## src/rtl/rsqrt_prescale.sv

```systemverilog
module rsqrt_prescale (
  input  logic        clk,
  input  logic        rst_n,
  input  logic        in_valid,
  input  logic [31:0] in_data,
  output logic        out_valid,
  output logic [31:0] op_out,
  output logic [31:0] seed_out,
  output logic [7:0]  adj_out,
  output logic        run_out,
  output logic        invalid_out
);

  localparam logic [31:0] QNAN_ALL = 32'hFFFF_FFFF;
  localparam logic [31:0] ONE_F    = 32'h3F80_0000;
  localparam logic [31:0] PINF_F   = 32'h7F80_0000;
  localparam logic [7:0]  SCALE_E  = 8'd64;
  localparam logic [7:0]  SMALL_E  = 8'd24;
  localparam logic [7:0]  TAG_SCL  = 8'hE0;
  localparam logic [7:0]  SUB_BASE = 8'd42;

  logic       sgn;
  logic [7:0] ex;
  logic [22:0] fr;

  assign sgn = in_data[31];
  assign ex  = in_data[30:23];
  assign fr  = in_data[22:0];

  logic is_nan, is_inf, is_zero, is_sub;
  assign is_nan  = (ex == 8'hFF) && (fr != 23'd0);
  assign is_inf  = (ex == 8'hFF) && (fr == 23'd0);
  assign is_zero = (ex == 8'd0)  && (fr == 23'd0);
  assign is_sub  = (ex == 8'd0)  && (fr != 23'd0);

  logic [4:0] lead;
  always_comb begin
    lead = 5'd0;
    for (int i = 0; i < 23; i++)
      if (fr[i]) lead = 5'(i);
  end

  logic [22:0] sub_fr;
  logic [7:0]  sub_ex;
  assign sub_fr = 23'(fr << (5'd23 - lead));
  assign sub_ex = {3'b000, lead} + SUB_BASE;

  logic [31:0] n_op, n_seed;
  logic [7:0]  n_adj;
  logic        n_run, n_inv;

  always_comb begin
    n_op   = in_data;
    n_seed = 32'd0;
    n_adj  = 8'd0;
    n_run  = 1'b0;
    n_inv  = 1'b0;
    if (is_nan) begin
      n_op   = QNAN_ALL;
      n_seed = QNAN_ALL;
      n_inv  = ~fr[22];
    end else if (is_zero) begin
      n_seed = ONE_F;
    end else if (sgn) begin
      n_op   = QNAN_ALL;
      n_seed = QNAN_ALL;
      n_inv  = 1'b1;
    end else if (is_inf) begin
      n_op   = PINF_F;
      n_seed = PINF_F;
    end else begin
      n_run = 1'b1;
      if (is_sub) begin
        n_op  = {1'b0, sub_ex, sub_fr};
        n_adj = TAG_SCL;
      end else if (ex <= SMALL_E) begin
        n_op  = {1'b0, ex + SCALE_E, fr};
        n_adj = TAG_SCL;
      end
    end
  end

  always_ff @(posedge clk) begin
    if (!rst_n) begin
      out_valid   <= 1'b0;
      op_out      <= 32'd0;
      seed_out    <= 32'd0;
      adj_out     <= 8'd0;
      run_out     <= 1'b0;
      invalid_out <= 1'b0;
    end else begin
      out_valid   <= in_valid;
      invalid_out <= in_valid & n_inv;
      if (in_valid) begin
        op_out   <= n_op;
        seed_out <= n_seed;
        adj_out  <= n_adj;
        run_out  <= n_run;
      end
    end
  end

  p_latency_r1: assert property (@(posedge clk) disable iff (!rst_n)
    in_valid |=> out_valid);
  p_quiet_r1: assert property (@(posedge clk) disable iff (!rst_n)
    !in_valid |=> !out_valid && !invalid_out && $stable(op_out) && $stable(seed_out)
                  && $stable(adj_out) && $stable(run_out));
  p_nan_on_invalid_r3: assert property (@(posedge clk) disable iff (!rst_n)
    invalid_out |-> (op_out == QNAN_ALL) && (seed_out == QNAN_ALL) && !run_out);
  p_excl_r9: assert property (@(posedge clk) disable iff (!rst_n)
    invalid_out |-> out_valid && !run_out);
  p_seed_zero_r6: assert property (@(posedge clk) disable iff (!rst_n)
    (out_valid && run_out) |-> (seed_out == 32'd0) && !op_out[31]);
  p_adj_code_r7: assert property (@(posedge clk) disable iff (!rst_n)
    out_valid |-> (adj_out == 8'd0) || (adj_out == TAG_SCL && run_out));
  p_scaled_window_r8: assert property (@(posedge clk) disable iff (!rst_n)
    (out_valid && adj_out == TAG_SCL) |-> (op_out[30:23] >= SUB_BASE) && (op_out[30:23] <= SMALL_E + SCALE_E));
  p_unscaled_window_r6: assert property (@(posedge clk) disable iff (!rst_n)
    (out_valid && run_out && adj_out == 8'd0) |-> (op_out[30:23] > SMALL_E) && (op_out[30:23] != 8'hFF));

endmodule

```

## config.mk

```make
export PLATFORM = sky130hd
export DESIGN_NAME = rsqrt_prescale
export DESIGN_NICKNAME = d
export VERILOG_FILES = /design/src/rtl/rsqrt_prescale.sv
export SDC_FILE = /design/constraint.sdc
export NUM_CORES = 1
export LEC_CHECK = 0
export CELL_PAD_IN_SITES_DETAIL_PLACEMENT = 1
export CELL_PAD_IN_SITES_GLOBAL_PLACEMENT = 2
export CORE_ASPECT_RATIO = 0.8
export CORE_MARGIN = 2
export CORE_UTILIZATION = 26
export DETAILED_ROUTE_END_ITERATION = 8
export GPL_TIMING_DRIVEN = 0
export PLACE_DENSITY_LB_ADDON = 0.05
export SLEW_MARGIN = 20
export SYNTH_ARGS = -nofsm -noshare
export SYNTH_HDL_FRONTEND = slang
export SYNTH_SLANG_ARGS = --single-unit
```

## constraint.sdc

```tcl
create_clock -name clk -period 3.9 [get_ports clk]
set_input_delay 0.39 -clock clk [delete_from_list [all_inputs] [get_ports clk]]
set_output_delay 0.39 -clock clk [all_outputs]
set_load 0.005 [all_outputs]
```

[Word level (Yosys, flattened, before mapping)]
Index checks and enable logic that the tools add are counted.
Word-level totals
  logic and storage cells: 66
  register bits after elaboration: 75
  output and inout port bits: 75
Operators by class
  mux-type cells: 45
  add/sub/neg operators: 3
  $lt $le $gt $ge: 1
  reductions and logical operators: 7
  bitwise operators: 2
  eq/ne operators: 1
  shift operators: 1
Operator list (number)
  32-bit two-way mux: 6
  31-bit two-way mux: 4
  5-bit two-way mux: 21
  8-bit two-way mux: 6
  23-bit logical NOT: 1
  23-bit nonzero test: 1
  23-bit by 5-bit left shift with 23-bit output: 1
  8-bit by 7-bit adder with 8-bit output (second input constant): 1
  8-bit == test (second input constant): 1
  8-bit by 5-bit <= comparator with 1-bit output (second input constant): 1
  8-bit logical NOT: 1
  1-bit two-way mux: 8
  5-bit by 6-bit adder with 7-bit output (second input constant): 1
  5-bit subtractor (first input constant): 1
  1-bit logical AND: 4
  1-bit bitwise AND: 1
  1-bit inverter: 1

[Logic depth before layout (Yosys ltp)]
  depth in word-level cells: 29
  mapped depth: 13
  depth with buffers taken out: 11

[Worst setup path before layout]
OpenSTA, ideal clock, no wires.
  path type: input -> register
  start: in in_data[19]
  end: reg op_out[16]
  slack: 629 ps
  library setup time: 86 ps
  data arrival time: 3185 ps
  path buffers: 3
  stages on the path: 11
  cell sequence: clkbuf_1 > nor4_1 > nand2_1 > a21oi_1 > clkbuf_1 > clkbuf_1 > ha_1 > nand3_1 > o22ai_1 > or4_4 > a221oi_2
Between the ends
  cells in the longest elaborated chain, start to end: 11
  elaborated cells between the ends (all ways): 17
  those cells by class: 1 x add/sub; 1 x shift; 9 x mux; 6 x reduce/logical
RTL lines
  start: declaration: line 5  | input logic [31:0] in_data,
  5-bit two-way mux (4 in a row): line 40  | if (fr[i]) lead = 5'(i);
  5-bit subtractor: line 45  | assign sub_fr = 23'(fr << (5'd23 - lead));
  23-bit by 5-bit left shift with 23-bit output: line 45
  31-bit two-way mux: line 73  | if (is_sub) begin
  31-bit two-way mux: line 68  | end else if (is_inf) begin
  32-bit two-way mux: line 64  | end else if (sgn) begin
  32-bit two-way mux: line 62  | end else if (is_zero) begin
  32-bit two-way mux *: line 58  | if (is_nan) begin
  end signal: assignment: line 95  | op_out <= n_op;
  end: declaration: line 7  | output logic [31:0] op_out,
Mark *: on every way between the ends. The rest lies on a longest branch, timed or not.
A chain may end at the register's enable or synchronous reset.

[Final worst setup path]
  start: in in_data[16]
  end: reg op_out[20]
Between the ends
  cells in the longest elaborated chain, start to end: 14
  elaborated cells between the ends (all ways): 20
  those cells by class: 1 x add/sub; 1 x shift; 12 x mux; 6 x reduce/logical
RTL lines (line)
  5-bit two-way mux (7 in a row): 40
  5-bit subtractor: 45
  23-bit by 5-bit left shift with 23-bit output: 45
  31-bit two-way mux: 73
  31-bit two-way mux: 68
  32-bit two-way mux: 64
  32-bit two-way mux: 62
  32-bit two-way mux *: 58
Marks and branches as above.

==> reports/summary.txt <==
Status = finished, final reports clean
Total Power Consumption = 1.36 mW
Worst hold path class = flop to flop
H-tree levels = 2
Core ar. = 13600 um2
Drt pass-1 iters = 5
Least-Margin Pin Slew = 755 ps
Yosys warning total = 0
DRC viols = 0
Die Y = 110 um
Post-synthesis register bit count = 39
Post-synth cell types = 81
Leak = 1.95 nW
Tot GR Track Use = 22.0%
Vias in the first global route = 4090
RSZ-0062 raised after global routing = true
HPWL Detailed = 13.0 mm
Ports = 110
Dominant cells by area after synthesis = dfxtp_1 (21%), mux2i_1 (8.8%), buf_4 (8.0%)
Crit start category = input pin
First-pass GRT wire length = 24.9 mm
VDD IR max = 158 uV
Cell Area, Synth = 3640 um2
GPL Wtd Cong = 0.883
DP Cell Count = 764
Die area = 15000 um2
Crit path from = in_data[16]
Port bufs = 100
CTS sink cnt = 39
Req. time, crit path = 4050 ps
Post-route insts no fill = 770
CTS Root Cell = clkbuf_16
Sequence of cells on the critical path = clkdlybuf4s50_1 > nor4_4 > nand2_1 > a21oi_2 > clkbuf_2 > clkbuf_2 > ha_1 > nand2_2 > nor2_4 > o21ai_0 > a2111oi_1 > a211oi_1
R2R depth = 2
Setup Crit Path Kind = input pin to flop
Avg Synthesized Cell Area = 7.58 um2
Final net count = 631
CTS max path bufs = 2
Top FF cell, synth = dfxtp_1
Final hold violation count = 0
Crit path time final = 3830 ps
Synth top cells by count = nor2_1 (43), buf_4 (39), dfxtp_1 (39), o21ai_0 (39), a21oi_1 (37)
Post-synth EDFFs = 0
Syn Inst Count = 480
Width of the die = 136 um
Worst clock skew = 0 ps
Critical-path maximum fanout = 10
Largest area contributor in the netlist = dfxtp_1
Post-CTS setup buffer count = 0
Max Clk Rate = 261 MHz
Worst Path Buf+Inv = 3
Count of final max-slew check failures = 0
PwrDens = 269 nW/um2
Crit share post-route = 98.2%
Relative slew slack = 48.2%
Share of cells above drive strength 1 = 14.1%
Total gr overflow = 0
Utilization after layout = 37.2%
Most used standard cell by instance count after synthesis = nor2_1
Worst Setup EP = op_out[20]
Worst path max stage delay = 610 ps
Routed Antenna Nets = 0
Clock latency on the worst-skew pair = 290 ps
Initial antenna violation count = 0
Clock Pin Slew Worst Setup and Hold Paths = 60 ps
Final setup violation count = 0
Starting Density = 26.8%
Iter 0 DRT Violations = 331
Row count = 38
MaxCap Viol Count = 0
Sum Neg Setup Slack = 0 ps
Critical-path top delay cell = clkdlybuf4s50_1
Ant diodes = 0
Fraction of registers with async set/reset = 0%
Reg-to-Reg End = seed_out[22]
Min Hold Slack = 487 ps
Critical Path End Type = flop
Worst path depth = 12
Largest net degree at the start of global routing = 26
Fillers = 1664
R2R setup slack = 2760 ps
Vias = 4213
Drt total wl = 16.4 mm
Layout area overhead = 39.2%
Synth top area share = 21.5%
DR WL/cell = 21.3 um
Cell family with most CP delay = buffers and inverters
CTS tree = built
Cell repeated most along the worst path = clkbuf_2
Vias per cell = 5.47
Crit path DAT = 3980 ps
Number of CTS-inserted buffers = 5
Sequential element share of the synthesized area = 21.5%
R2R Path Start = seed_out[22]
metrics by stage:
step	setup slack [ps]	area, um2
2_1_floorplan	629	3650
5_1_grt	-146	5060
3_5_place_dp	-1040	4880
3_3_place_gp	-1110	4880
4_1_cts	31.2	5050
6_report	68.6	5060
worst reg2reg max path, stage by stage, from the launching register on:
cell and delay, ps:
dfxtp_1 810, o21ai_0 160, nor2_1 110
area by class of cell:
type	count	area, um2	share of cell area, %
plain buffers	68	462	9.12
clock buffers	6	139	2.74
repair buffers	100	1000	19.8
multi-input cells	360	2390	47.2
clock inverters	1	5.00	0.0988
well taps	180	225	4.45
inverters	16	60.1	1.19
flip-flops and latches	39	781	15.4
flip-flops by register name, summed over array words and instances, names as in the netlist:
register / cells
seed_out: 3
run_out: 1
invalid_out: 1
adj_out: 1
out_valid: 1
op_out: 32
layout by cell type, fill, tap and decap left out, drive strengths merged, types with 3 or more instances in the layout:
master         count
a31oi              6
mux2               5
clkinv             3
nand3             14
nor2              44
nor3              12
o211ai             7
o311ai             3
ha                 6
clkdlybuf4s50    100
clkbuf            32
and2               4
inv               14
conb               5
a21boi             6
buf               42
a211oi             9
o22ai              7
mux2i             32
o21ai             42
nand2b             7
o31ai              3
nor2b              6
o221ai             5
nand2             33
a221oi            13
or4                3
dfxtp             39
o21a               5
a22oi              4
nor4               4
a21oi             38
a2111oi            3
worst min-delay path by stage:
stage / cells past startpoint / slack [ps] / start / to
after floorplan: 2 / 470 / op_out[28] / op_out[28]
after global placement: 2 / 470 / op_out[28] / op_out[28]
after detailed placement: 1 / 480 / op_out[31] / op_out[31]
after CTS: 2 / 490 / op_out[28] / op_out[28]
after global routing: 2 / 520 / op_out[29] / op_out[29]
final: 2 / 490 / op_out[28] / op_out[28]
where the power goes:
group          switching, mW  internal [mW]
sequential            0.0212          0.429
combinational          0.257          0.244
clock                  0.162          0.250
cell families (layout without fill, tap and decap cells):
family,Yosys count,after routing,synth area share [%]
AOI/OAI and AO/OA,171,171,31.6
xor gates and xnor gates,1,1,0.241
adders and majority gates,6,6,2.06
buffers and inverters,85,191,14.3
DFF,39,39,21.5
muxes,38,38,11.0
other,1,5,0.103
and+or+nand+nor,139,139,19.2
metal layers:
metal / global-route usage [%] / share of wire, % / up-vias
met2: 32.3 / 43 / 142
met1: 33.6 / 51 / 2096
li1: - / - / 1966
met5: 0 / 0 / -
met3: 3.50 / 5.6 / 9
met4: 4.09 / 0.73 / 0
repair_timing:
item / CTS / global route
endpoints found under the setup margin: 24 / 14
hold buffers: 0 / 0
resized for setup: 7 / 5
Power figures use the tool's default switching activity.
